$ cat config.mk
export PLATFORM = sky130hd
export DESIGN_NAME = flip_llr_adjuster
export DESIGN_NICKNAME = d
export VERILOG_FILES = /design/src/rtl/fla_pkg.sv /design/src/rtl/fla_mean.sv /design/src/rtl/fla_store.sv /design/src/rtl/fla_shape.sv /design/src/rtl/flip_llr_adjuster.sv
export SDC_FILE = /design/constraint.sdc
export NUM_CORES = 1
export LEC_CHECK = 0
export BUFFER_PORTS_ARGS = -buffer_cell sky130_fd_sc_hd__buf_2
export CORE_UTILIZATION = 61
export CTS_CLUSTER_DIAMETER = 200
export DETAILED_ROUTE_END_ITERATION = 16
export PLACE_DENSITY = 0.8
export SYNTH_ARGS = -nofsm -noshare
export SYNTH_HDL_FRONTEND = slang
export SYNTH_HIERARCHICAL = 1
export SYNTH_SLANG_ARGS = --single-unit
$ cat constraint.sdc
create_clock -name clk -period 3.9 [get_ports clk]
set_input_delay 0.39 -clock clk [delete_from_list [all_inputs] [get_ports clk]]
set_output_delay 0.39 -clock clk [all_outputs]
set_load 0.05 [all_outputs]
$ cat src/rtl/fla_pkg.sv
package fla_pkg;
  typedef enum logic [1:0] {
    ADJ_INVERT  = 2'd0,
    ADJ_ERASE   = 2'd1,
    ADJ_AVERAGE = 2'd2,
    ADJ_CLIP    = 2'd3
  } adj_mode_e;
endpackage

$ cat src/rtl/fla_mean.sv
// Accumulates |llr| over one codeword and keeps one mean per bank.
module fla_mean #(
  parameter int N = 16,
  parameter int W = 8
) (
  input  logic         clk,
  input  logic         rst,
  input  logic         smp_en,
  input  logic         smp_last,
  input  logic         smp_bank,
  input  logic [W-1:0] smp_llr,
  input  logic         sel_bank,
  output logic [W-1:0] mean_out
);
  localparam int AW = W + $clog2(N + 1);
  localparam logic [W-1:0] HALF = {1'b1, {(W-1){1'b0}}};

  logic [W-1:0]  mag;
  logic [AW-1:0] acc_q;
  logic [AW-1:0] acc_sum;
  logic [W-1:0]  mean_q [2];

  always_comb begin
    mag     = smp_llr[W-1] ? (~smp_llr + 1'b1) : smp_llr;
    acc_sum = acc_q + AW'(mag);
  end

  always_ff @(posedge clk) begin
    if (rst) begin
      acc_q     <= '0;
      mean_q[0] <= '0;
      mean_q[1] <= '0;
    end else if (smp_en) begin
      if (smp_last) begin
        acc_q            <= '0;
        mean_q[smp_bank] <= W'(acc_sum / AW'(N));
      end else begin
        acc_q <= acc_sum;
      end
    end
  end

  assign mean_out = mean_q[sel_bank];

  // a mean of magnitudes never exceeds the largest magnitude
  a_r4_mean_in_range: assert property (@(posedge clk) disable iff (rst)
    (mean_q[0] <= HALF) && (mean_q[1] <= HALF));
endmodule

$ cat src/rtl/fla_store.sv
// Simple dual-port codeword store with registered read (block RAM style).
module fla_store #(
  parameter int DEPTH = 32,
  parameter int DW    = 18
) (
  input  logic                     clk,
  input  logic                     wr_en,
  input  logic [$clog2(DEPTH)-1:0] wr_addr,
  input  logic [DW-1:0]            wr_data,
  input  logic                     rd_en,
  input  logic [$clog2(DEPTH)-1:0] rd_addr,
  output logic [DW-1:0]            rd_data
);
  logic [DW-1:0] mem [DEPTH];

  always_ff @(posedge clk) begin
    if (wr_en) mem[wr_addr] <= wr_data;
    if (rd_en) rd_data <= mem[rd_addr];
  end
endmodule

$ cat src/rtl/fla_shape.sv
// Per-direction adjustment of one LLR according to the selected policy.
module fla_shape #(
  parameter int W = 8
) (
  input  logic               [W-1:0] llr,
  input  logic                       flagged,
  input  logic                       hold,
  input  fla_pkg::adj_mode_e         mode,
  input  logic               [W-1:0] gamma,
  output logic               [W-1:0] adj_out
);
  import fla_pkg::*;
  localparam logic [W-1:0] POS_MAX = {1'b0, {(W-1){1'b1}}};

  logic [W-1:0] mag;
  logic [W-1:0] sel;

  always_comb begin
    mag = llr[W-1] ? (~llr + 1'b1) : llr;
    case (mode)
      ADJ_AVERAGE: sel = gamma;
      ADJ_CLIP:    sel = (mag > gamma) ? gamma : mag;
      default:     sel = mag;
    endcase
    if (!flagged || hold) begin
      adj_out = llr;
    end else if (mode == ADJ_ERASE) begin
      adj_out = '0;
    end else if (!llr[W-1]) begin
      adj_out = ~sel + 1'b1;
    end else begin
      adj_out = (sel > POS_MAX) ? POS_MAX : sel;
    end
  end
endmodule

$ cat src/rtl/flip_llr_adjuster.sv
module flip_llr_adjuster #(
  parameter int N = 16,
  parameter int W = 8
) (
  input  logic         clk,
  input  logic         rst,
  input  logic         in_valid,
  input  logic [W-1:0] in_ley,
  input  logic [W-1:0] in_lev,
  input  logic         in_flag,
  input  logic         in_asym,
  input  logic [1:0]   in_mode,
  output logic         out_valid,
  output logic [W-1:0] out_lav,
  output logic [W-1:0] out_lay,
  output logic         out_last
);
  import fla_pkg::*;

  localparam int IW    = $clog2(N);
  localparam int DEPTH = 2 * (1 << IW);
  localparam int AWD   = IW + 1;
  localparam int DW    = 2 * W + 2;
  localparam logic [IW-1:0] LAST_IDX = IW'(N - 1);
  localparam logic [W-1:0]  NEG_MIN  = {1'b1, {(W-1){1'b0}}};

  // write side
  logic [IW-1:0] wr_idx;
  logic          wr_bank;
  logic          wr_last;
  adj_mode_e     mode_q [2];

  // read side
  logic          rd_run;
  logic [IW-1:0] rd_idx;
  logic          rd_bank;
  logic          rd_vld;
  logic          rd_bank_q;
  logic          rd_last;
  logic [DW-1:0] rd_data;
  logic          rd_flag;
  logic          rd_asym;
  logic [W-1:0]  rd_ley;
  logic [W-1:0]  rd_lev;
  adj_mode_e     rd_mode;

  logic [W-1:0] src_llr [2];
  logic [W-1:0] gam     [2];
  logic [W-1:0] rd_src  [2];
  logic         rd_hold [2];
  logic [W-1:0] adj     [2];

  assign wr_last = (wr_idx == LAST_IDX);

  always_ff @(posedge clk) begin
    if (rst) begin
      wr_idx    <= '0;
      wr_bank   <= 1'b0;
      mode_q[0] <= ADJ_INVERT;
      mode_q[1] <= ADJ_INVERT;
      rd_run    <= 1'b0;
      rd_idx    <= '0;
      rd_bank   <= 1'b0;
    end else begin
      if (rd_run) begin
        rd_idx <= rd_idx + 1'b1;
        if (rd_idx == LAST_IDX) rd_run <= 1'b0;
      end
      if (in_valid) begin
        if (wr_last) begin
          wr_idx          <= '0;
          wr_bank         <= ~wr_bank;
          mode_q[wr_bank] <= adj_mode_e'(in_mode);
          rd_run          <= 1'b1;
          rd_idx          <= '0;
          rd_bank         <= wr_bank;
        end else begin
          wr_idx <= wr_idx + 1'b1;
        end
      end
    end
  end

  always_ff @(posedge clk) begin
    if (rst) begin
      rd_vld    <= 1'b0;
      rd_bank_q <= 1'b0;
      rd_last   <= 1'b0;
    end else begin
      rd_vld    <= rd_run;
      rd_bank_q <= rd_bank;
      rd_last   <= rd_run && (rd_idx == LAST_IDX);
    end
  end

  fla_store #(.DEPTH(DEPTH), .DW(DW)) u_store (
    .clk     (clk),
    .wr_en   (in_valid),
    .wr_addr ({wr_bank, wr_idx}),
    .wr_data ({in_flag, in_asym, in_ley, in_lev}),
    .rd_en   (rd_run),
    .rd_addr ({rd_bank, rd_idx}),
    .rd_data (rd_data)
  );

  assign rd_flag = rd_data[DW-1];
  assign rd_asym = rd_data[DW-2];
  assign rd_ley  = rd_data[2*W-1:W];
  assign rd_lev  = rd_data[W-1:0];
  assign rd_mode = mode_q[rd_bank_q];

  // direction 0: equalizer extrinsic -> decoder; direction 1: decoder extrinsic -> equalizer
  assign src_llr[0] = in_ley;
  assign src_llr[1] = in_lev;
  assign rd_src[0]  = rd_ley;
  assign rd_src[1]  = rd_lev;
  assign rd_hold[0] = 1'b0;
  assign rd_hold[1] = rd_asym;

  for (genvar d = 0; d < 2; d++) begin : g_dir
    fla_mean #(.N(N), .W(W)) u_mean (
      .clk      (clk),
      .rst      (rst),
      .smp_en   (in_valid),
      .smp_last (wr_last),
      .smp_bank (wr_bank),
      .smp_llr  (src_llr[d]),
      .sel_bank (rd_bank_q),
      .mean_out (gam[d])
    );
    fla_shape #(.W(W)) u_shape (
      .llr     (rd_src[d]),
      .flagged (rd_flag),
      .hold    (rd_hold[d]),
      .mode    (rd_mode),
      .gamma   (gam[d]),
      .adj_out (adj[d])
    );
  end

  always_ff @(posedge clk) begin
    if (rst) begin
      out_valid <= 1'b0;
      out_last  <= 1'b0;
      out_lav   <= '0;
      out_lay   <= '0;
    end else begin
      out_valid <= rd_vld;
      out_last  <= rd_last;
      out_lav   <= rd_vld ? adj[0] : '0;
      out_lay   <= rd_vld ? adj[1] : '0;
    end
  end

  function automatic logic [W-1:0] mag_of(input logic [W-1:0] x);
    return x[W-1] ? (~x + 1'b1) : x;
  endfunction

  a_r1_pass_through: assert property (@(posedge clk) disable iff (rst)
    rd_vld && !rd_flag |=> (out_lav == $past(rd_ley)) && (out_lay == $past(rd_lev)));

  a_r2_invert: assert property (@(posedge clk) disable iff (rst)
    rd_vld && rd_flag && (rd_mode == ADJ_INVERT) && (rd_ley != NEG_MIN)
    |=> out_lav == (~$past(rd_ley) + 1'b1));

  a_r3_erase: assert property (@(posedge clk) disable iff (rst)
    rd_vld && rd_flag && !rd_asym && (rd_mode == ADJ_ERASE)
    |=> (out_lav == '0) && (out_lay == '0));

  a_r5_clip_bound: assert property (@(posedge clk) disable iff (rst)
    rd_vld && rd_flag && (rd_mode == ADJ_CLIP) |=> mag_of(out_lav) <= $past(gam[0]));

  a_r6_one_sided: assert property (@(posedge clk) disable iff (rst)
    rd_vld && rd_flag && rd_asym |=> out_lay == $past(rd_lev));

  a_r7_last_in_frame: assert property (@(posedge clk) disable iff (rst)
    out_last |-> out_valid);

  a_r9_no_overrun: assert property (@(posedge clk) disable iff (rst)
    in_valid && wr_last && rd_run |-> rd_idx == LAST_IDX);
endmodule

======== After elaboration in Yosys (flattened, before gate mapping) ========
Memories as Yosys holds them, arrays and structs flattened. A register that Yosys moved wholly into a read port is not among the register bits.
Cells that the tools add are included.
word-level totals
  bits of input ports ..................... 23
  memories ................................ 4
  register bits ........................... 57
  output and inout port bits .............. 18
  logic and storage cells ................. 98
  RAM bits ................................ 612
memories
  memory                  depth  bits a word  read ports  clocked after memory_dff  write ports  RTL line                 source
  u_store.mem             32     18           1           1                         1            fla_store.sv:14          logic [DW-1:0] mem [DEPTH];
  g_dir[0].u_mean.mean_q  2      8            1           1                         2            fla_mean.sv:21           logic [W-1:0] mean_q [2];
  g_dir[1].u_mean.mean_q  2      8            1           1                         2            fla_mean.sv:21
  mode_q                  2      2            1           1                         2            flip_llr_adjuster.sv:31  adj_mode_e mode_q [2];
operators by class
  eq/ne operators ......................... 5
  reductions and logical operators ........ 8
  muxes and demuxes ....................... 46
  bitwise logic cells ..................... 8
  magnitude comparators ................... 4
  $add $sub $neg .......................... 10
operator list
  operator               number
  $mux W8                16
  $add A8 B1 Y8 const B  6
  $not A8 Y8             6
  $pmux W8 S2            2
  $add A13 B8 Y13        2
  $mux W13               2
  $mux W1                21
  $gt A8 B7 Y1 const B   2
  $gt A8 B8 Y1           2
  $mux W4                4
  $reduce_or A8 Y1       2
  $add A4 B1 Y4 const B  2
  $eq A4 B4 Y1 const B   2
  $eq A2 B2 Y1 const B   2
  $reduce_or A2 Y1       2
  $eq A2 B1 Y1 const B   1
  $mux W2                1
  $not A1 Y1             2
  $reduce_and A2 Y1      1
  $logic_and A1 B1 Y1    1
  $logic_not A1 Y1       1
  $logic_or A1 B1 Y1     1

======== Longest topological paths before layout ========
Gate-level depths: netlist of run 1.
  depth after elaboration ................. 11
  depth in mapped cells ................... 19
  mapped depth without buffers ............ 18

======== Hierarchy ========
Netlist of run 1, hierarchy kept.
by module, submodules not included
  module                      area each (um2)  seq. area each (um2)  cells each  times used
  fla_store                   23231.0          17837.1               1278        1
  fla_shape                   929.6            0.0                   130         2
  fla_mean (g_dir[1].u_mean)  1794.2           720.7                 185         1
  fla_mean (g_dir[0].u_mean)  1767.9           720.7                 179         1
  flip_llr_adjuster           1203.7           760.7                 104         1

======== Worst setup path after synthesis of run 1 ========
OpenSTA, ideal clock, no wires.
  kind .................................... register -> register
  start point ............................. reg, netlist name rd_bank_q
  end point ............................... reg out_lay[4]
  slack ................................... 0.334 ns
  arrival time ............................ 3.451 ns
  stages on the path, launching flop included .. 18
  data required time ...................... 3.785 ns
  clock period less this slack ............ 3.566 ns
  cells stage by stage .................... dfxtp_1 clkbuf_1 mux2_2 inv_1 ha_1 nor2b_4 o211ai_2 a21oi_2 o211ai_4 buf_6 mux2_2 inv_1 ha_1 inv_1 or3_1 a21oi_1 o31ai_1 and2_1
RTL lines
  what                  RTL line                  source
  to (signal assigned)  flip_llr_adjuster.sv:151  out_lay <= rd_vld ? adj[1] : '0;
  to (decl)             flip_llr_adjuster.sv:15   output logic [W-1:0] out_lay,

==> results of run 1 <==
worst reg2reg max path: cells and delay by family, from the launching register on:
family	cells	cell delay, ps
compound gates	4	640
xor+xnor	1	190
fa+ha+maj	2	500
buf+inv	2	150
flops	1	560
mux	1	390
simple gates	6	1160
stage by stage:
step / worst slack [ps] / utilization / TNS, ps / hold slack, ps
CTS: 164 / 0.688 / 0 / 95.1
global route: -9.47 / 0.688 / -9.47 / 101
floorplan: 334 / - / 0 / 414
finish: 191 / 0.688 / 0 / 129
global placement: 309 / 0.643 / 0 / 457
detailed placement: 184 / 0.643 / 0 / 469
logic make-up after synthesis:
kind of cell,count (synthesis)
XOR/XNOR,53
AND/OR/NAND/NOR,451
buffers and inverters,148
flip-flops,686
AO/OA/AOI/OAI,292
adder cells (fa/ha/maj),48
multiplexers,327
other,1
layer usage:
| layer | part of all wire | vias to the layer above |
|---|---|---|
| met3 | 0.083 | 152 |
| met2 | 0.48 | 790 |
| met1 | 0.40 | 8723 |
| met4 | 0.035 | 0 |
| met5 | 0 | - |
| li1 | - | 7855 |
power groups by stage:
| stage | sequential, mW | clock (mW) | combinational [mW] |
|---|---|---|---|
| after detailed placement | 8.29 | 0 | 0.716 |
| after global routing | 8.14 | 6.68 | 0.790 |
| after floorplan | 8.29 | 0 | 0.437 |
| final | 8.14 | 6.35 | 0.728 |
| after global placement | 8.29 | 0 | 0.689 |
| after CTS | 8.14 | 6.43 | 0.721 |
sequential cells by signal (all words and copies together) (netlist names), 4 cells and up:
register and count:
g_dir.u_mean/acc_q 24, g_dir.u_mean/mean_q 32, mode_q 4, out_lav 8, out_lay 8, rd_idx 4, u_store/mem 576, u_store/rd_data 18
wr_idx 4
how the worst min path moves through the flow:
stage,start,endpoint,slack (ps),cells after the start
floorplan,rd_last,out_last,410,1
global placement,g_dir[1].u_mean/acc_q[0],g_dir[1].u_mean/acc_q[0],460,2
detailed placement,rd_last,out_last,470,1
CTS,in_lev[5],u_store/mem[28][5],100,1
global route,in_lev[5],u_store/mem[28][5],100,1
finish,in_lev[5],u_store/mem[28][5],130,1
cell type report:
| cell class | count | area, sq um |
|---|---|---|
| clock buffers | 92 | 1880 |
| clock inverters | 29 | 277 |
| fillers | 3180 | 15000 |
| inverters | 52 | 195 |
| multi-input cells | 1172 | 9070 |
| flip-flops and latches | 686 | 20000 |
| well taps | 615 | 769 |
| repair buffers | 115 | 838 |
cell usage in the layout, fill, tap and decap left out, types with 6 or more instances in the layout:
master     netlist  routed
clkbuf_1        17      17
clkbuf_16        0      70
xor2_1          23      22
a21oi_2          8       8
nor2_2           2      33
mux2i_1        299     299
and2_1          17      16
clkinv_2         0       7
o32ai_1          6       6
xnor2_1         30      28
nand2_1        111     111
o21ai_0         20      20
a21oi_1         64      64
nand3b_1        11      11
o31ai_1         11      11
o221ai_1         9       9
a22oi_1         73      73
buf_2           34      40
buf_12           0       6
a31oi_1         23      23
nand4_1         27      27
nor3_2          11      11
mux2_2          26      26
buf_4            9      69
nor3_1          17      17
dfxtp_1         56      55
ha_1            46      46
or3_1           10      10
nor2_1         121      89
o21ai_1          7       7
nor2b_1         14      12
nand2b_1        27      27
a22o_1          36      36
inv_1           50      50
edfxtp_1       630     630
clkinv_1         2      13
nand3_1         42      42
==> flow_summary.ini, run 1 <==
[synth]
synthXorXnorAreaFrac = 0.0155
post-synth-top-count-cell = edfxtp_1
yosys.cell_types.count = 79
synth_top_area_frac = 0.634
synth-seq-cells = 686
async_flop_share = 0
syn-cell-area_sq_um = 29900
synth_seq_area_share = 0.671
synth-compound-area-share = 0.0728
synth_top_flop_cell = edfxtp_1
yosysWarnings = 6
avgSynthCellArea_sq_um = 14.9
synth.largest_area_cell = edfxtp_1
yosys-top-cells-count = edfxtp_1 (630), mux2i_1 (299), nor2_1 (121)
yosys-top-cells-area = edfxtp_1 (63%), mux2i_1 (10%), dfxtp_1 (3.8%), ha_1 (1.9%), a22oi_1 (1.8%)
synth_cells = 2006
synthAdderAreaFrac = 0.0206
yosys.area_share.simple = 0.0791
syn_nets = 2077
synth-edff-count = 630
synth_mux_area_frac = 0.111
synth_top_family_by_area = multiplexers

[power]
p_leak_nw = 10.7
p_total_mw = 15.2
sequentialPowerShare = 0.535
swShare = 0.211
ir_drop_v = 0.000538
power.switching_mw = 3.20
intPower_mw = 12.0
power.density_nw_per_um2 = 460
p_comb_frac = 0.048
clkPwrFrac = 0.417

[global_routing]
grt_util_met1 = 0.370
grt_pass1_vias = 17500
use_met3 = 0.0523
top_usage_layer = met2
grtUsageMet2 = 0.449
grtUsageTotal = 0.276
antenna_found_initial = 0
grt_overflow = 0
grt_max_degree = 48
grt_pass1_wl_um = 102000

[clock_network]
cts_tree = yes
clockBufferDepth = 3
clk_latency_ps = 610
root_buffer = clkbuf_16
cts_sinks = 686
cts_resized = 0
cts_max_level = 3
postCtsHoldBufs = 0
clk_pin_slew_ps = 60
cts_buffers = 68
cts_setup_buffers = 0

[timing]
fmax_mhz = 270
final-setup-viol-count = 0
hold_viol_final = 0
worst_pin_slew_ps = 1160
fin_crit_sh = 0.951
slew_viol_final = 0
worst_clock_skew_ps = 12.8
max_slew_margin = 0.225
min_period_ps = 3710

[die]
start_util = 0.621
die-area_sq_um = 49800
die_w_um = 223
core_sq_um = 48000
fp.dieH_um = 223
io-pin-count = 41
num_rows = 80

[setup_path]
critPathKind = flip-flop to flip-flop
path_buf_inv = 2
crit_path_cell_trace = nor4_2 > nand2_1 > nand2_1 > xnor2_1 > ha_1 > nand2_1 > o2111ai_2 > o211ai_4 > mux2_2 > inv_1 > ha_1 > inv_1 > or3_1 > a21oi_1 > o31ai_1 > and2_1
crit_top_cell = nand2_1
cp-endpoint = out_lay[4]
reg2regPathDepth = 16
cp-start-kind = flip-flop
cp.required_ps = 4390
arrival_ps = 4200
startpoint = u_store/rd_data[2]
r2r-end = out_lay[4]
cp_top_family = simple AND/OR/NAND/NOR gates
slowest_stage = edfxtp_1
cp_max_fo = 7
rrSetupSlack_ps = 190
critPathMaxStageDelay_ps = 560
reg2reg_from = u_store/rd_data[2]
worst-path-stages = 16
end_kind = flip-flop

[cells_and_area]
stdcell_area_sq_um = 33100
diodes = 0
drive_above_1_share = 0.155
area_delta_synth_final_pct = 10.8
final_cell_count_no_fill = 2761
finalNetCount = 2166

[detailed_routing]
detail-route-antenna-nets = 0
initialDrtViolationCount = 1788
vias_per_cell = 6.35
firstDrtPassIters = 6
wl_per_cell_um = 24.5
vias = 17520
post-route-drc-count = 0
wl_um = 67600

[min_path]
min_path_type = input port to flip-flop

[placement]
dpl_cell_area_sq_um = 30900
place_hpwl_um = 41300
gp_congestion = 0.866
io_buffers = 40
dp_cells = 2640

[status]
status = completed

[flow_run]
max_cap_viol_count = 0
No activity file was read; power rests on OpenSTA's default activity.
==> run 2, diff against run 1 <==
==> constraint.sdc (replaced) <==
create_clock -name clk -period 4.34 [get_ports clk]
set_input_delay 0.434 -clock clk [delete_from_list [all_inputs] [get_ports clk]]
set_output_delay 0.434 -clock clk [all_outputs]
set_load 0.005 [all_outputs]
==> run 2 against run 1 <==
Against the previous run: clock power decreased by 8.7%; die area unchanged; routed wire length increased by 0.63%; combinational power decreased by 11%; clock skew increased by 6.1 ps; flip-flop and latch count unchanged; total power decreased by 9.6%; via count about the same; worst hold slack improved by 76 ps; critical endpoint is now out_lav[4].
==> flow_summary.ini, run 2 (same netlist as run 1, synthesis figures left out) <==
[cells_and_area]
area_delta_synth_final_pct = 10.6
multi_input_area_sq_um = 9040
final-seq-area_sq_um = 20000
fillers = 3171
diodes = 0
reg.largest.list = u_store/mem x576, g_dir.u_mean/mean_q x32, g_dir.u_mean/acc_q x24
final_cell_mix = edfxtp_1 (630), mux2i_1 (299), nand2_1 (111), nor2_1 (89), a22oi_1 (73)
drive_above_1_share = 0.147
finalNetCount = 2155
largest_register_ffs = 576
top_register = u_store/mem
final_common_cell = edfxtp_1
utilization = 0.687

[global_routing]
grt_pass1_wl_um = 102000
grt_max_degree = 73
antenna_found_initial = 1
grt_pass1_vias = 17468
grtUsageTotal = 0.276
grt_overflow = 0

[power]
p_leak_nw = 10.6
p_total_mw = 13.8
power.density_nw_per_um2 = 417
ir_drop_v = 0.000429

[setup_path]
crit_path_cell_trace = o31ai_4 > xnor2_1 > ha_1 > a21oi_1 > a21oi_2 > o211ai_4 > mux2_2 > inv_1 > ha_1 > inv_1 > or3_1 > a21oi_1 > o31ai_1 > and2_1
critPathKind = flip-flop to flip-flop
rrSetupSlack_ps = 520
cp-start-kind = flip-flop
cp.required_ps = 4830
end_kind = flip-flop
critPathMaxStageDelay_ps = 790
cp_top_family = compound AO/OA/AOI/OAI gates
arrival_ps = 4310
path_buf_inv = 2
slowest_stage = edfxtp_1
cp_max_fo = 19

[timing]
worst_pin_slew_ps = 1300
hold_viol_final = 0
fmax_mhz = 262
timing.final.ws_setup_ps = 522
slew_viol_final = 0
final-setup-viol-count = 0
max_slew_margin = 0.132
holdWs_ps = 205
min_period_ps = 3820
rsz0062_at_grt = no
fin_crit_sh = 0.880
setup_tns_ps = 0
worst_clock_skew_ps = 18.9

[clock_network]
cts_buffers = 69
postCtsHoldBufs = 0
cts_resized = 0
cts_sinks = 686
clockBufferDepth = 3
cts_max_level = 3
cts_setup_buffers = 0
clk_latency_ps = 610
cts_tree = yes
clk_pin_slew_ps = 60
root_buffer = clkbuf_16

[die]
num_rows = 80
fp.dieH_um = 223
die-area_sq_um = 49800
die_w_um = 223
core_sq_um = 48000
start_util = 0.621
io-pin-count = 41

[detailed_routing]
detail-route-antenna-nets = 0
firstDrtPassIters = 6
wl_per_cell_um = 24.7
initialDrtViolationCount = 1893
vias = 17527
vias_per_cell = 6.37
post-route-drc-count = 0
wl_um = 68100

[placement]
place_hpwl_um = 41200
gp_congestion = 0.891
dpl_worst_slack_ps = 546
io_buffers = 40

[status]
status = completed

[min_path]
min_path_type = input port to flip-flop

[flow_run]
max_cap_viol_count = 0
==> run 2: cell types whose count changed in the layout (fill, tap and decap cells not counted), moves of 3 or more <==
| cell | delta |
|---|---|
| buf_4 | -14 |
| clkbuf_8 | -4 |
| clkinv_1 | +6 |
| clkinvlp_4 | -3 |
==> run 2: worst reg2reg max path, stage by stage, from the launching register on <==
cell,delay [ps]
edfxtp_1,790
o31ai_4,150
xnor2_1,460
ha_1,370
a21oi_1,200
a21oi_2,100
o211ai_4,190
mux2_2,390
inv_1,60
ha_1,180
inv_1,80
or3_1,370
a21oi_1,160
o31ai_1,90
and2_1,130
==> run 2: worst paths after layout <==
kind                            start  cells past startpoint      endpoint
setup reg to reg  u_store/rd_data[15]                     14    out_lav[4]
hold reg to reg               rd_last                      1      out_last
setup / recovery  u_store/rd_data[15]                     14    out_lav[4]
hold / removal             in_mode[0]                      2  mode_q[1][0]
==> run 2: layer usage <==
| metal | up-vias | routed length (um) | GRT usage |
|---|---|---|---|
| met5 | - | 0 | 0 |
| met4 | 0 | 2100 | 0.0917 |
| met3 | 151 | 5800 | 0.0565 |
| met2 | 822 | 32600 | 0.447 |
| met1 | 8714 | 27600 | 0.375 |
| li1 | 7840 | - | - |
==> run 2: where the power goes <==
group | internal (mW) | switching, mW | leakage, nW
Combinational | 0.210 | 0.438 | 3.38
Sequential | 7.28 | 0.0328 | 6.17
Clock | 3.38 | 2.42 | 1.08
==> run 2: final cells by class <==
class,instances,share of cell area
repair buffers,103,0.0234
multi-input cells,1172,0.274
clock buffers,87,0.0559
clock inverters,36,0.0105
flip-flops and latches,686,0.607
inverters,52,0.00591
well taps,615,0.0233
==> run 2: metrics by stage <==
stage          area, sq um  cells
3_5_place_dp         30800   2628
5_1_grt              33000   2751
2_1_floorplan        29900   2006
3_3_place_gp         30800   2628
4_1_cts              33000   2751
6_report             33000   2751
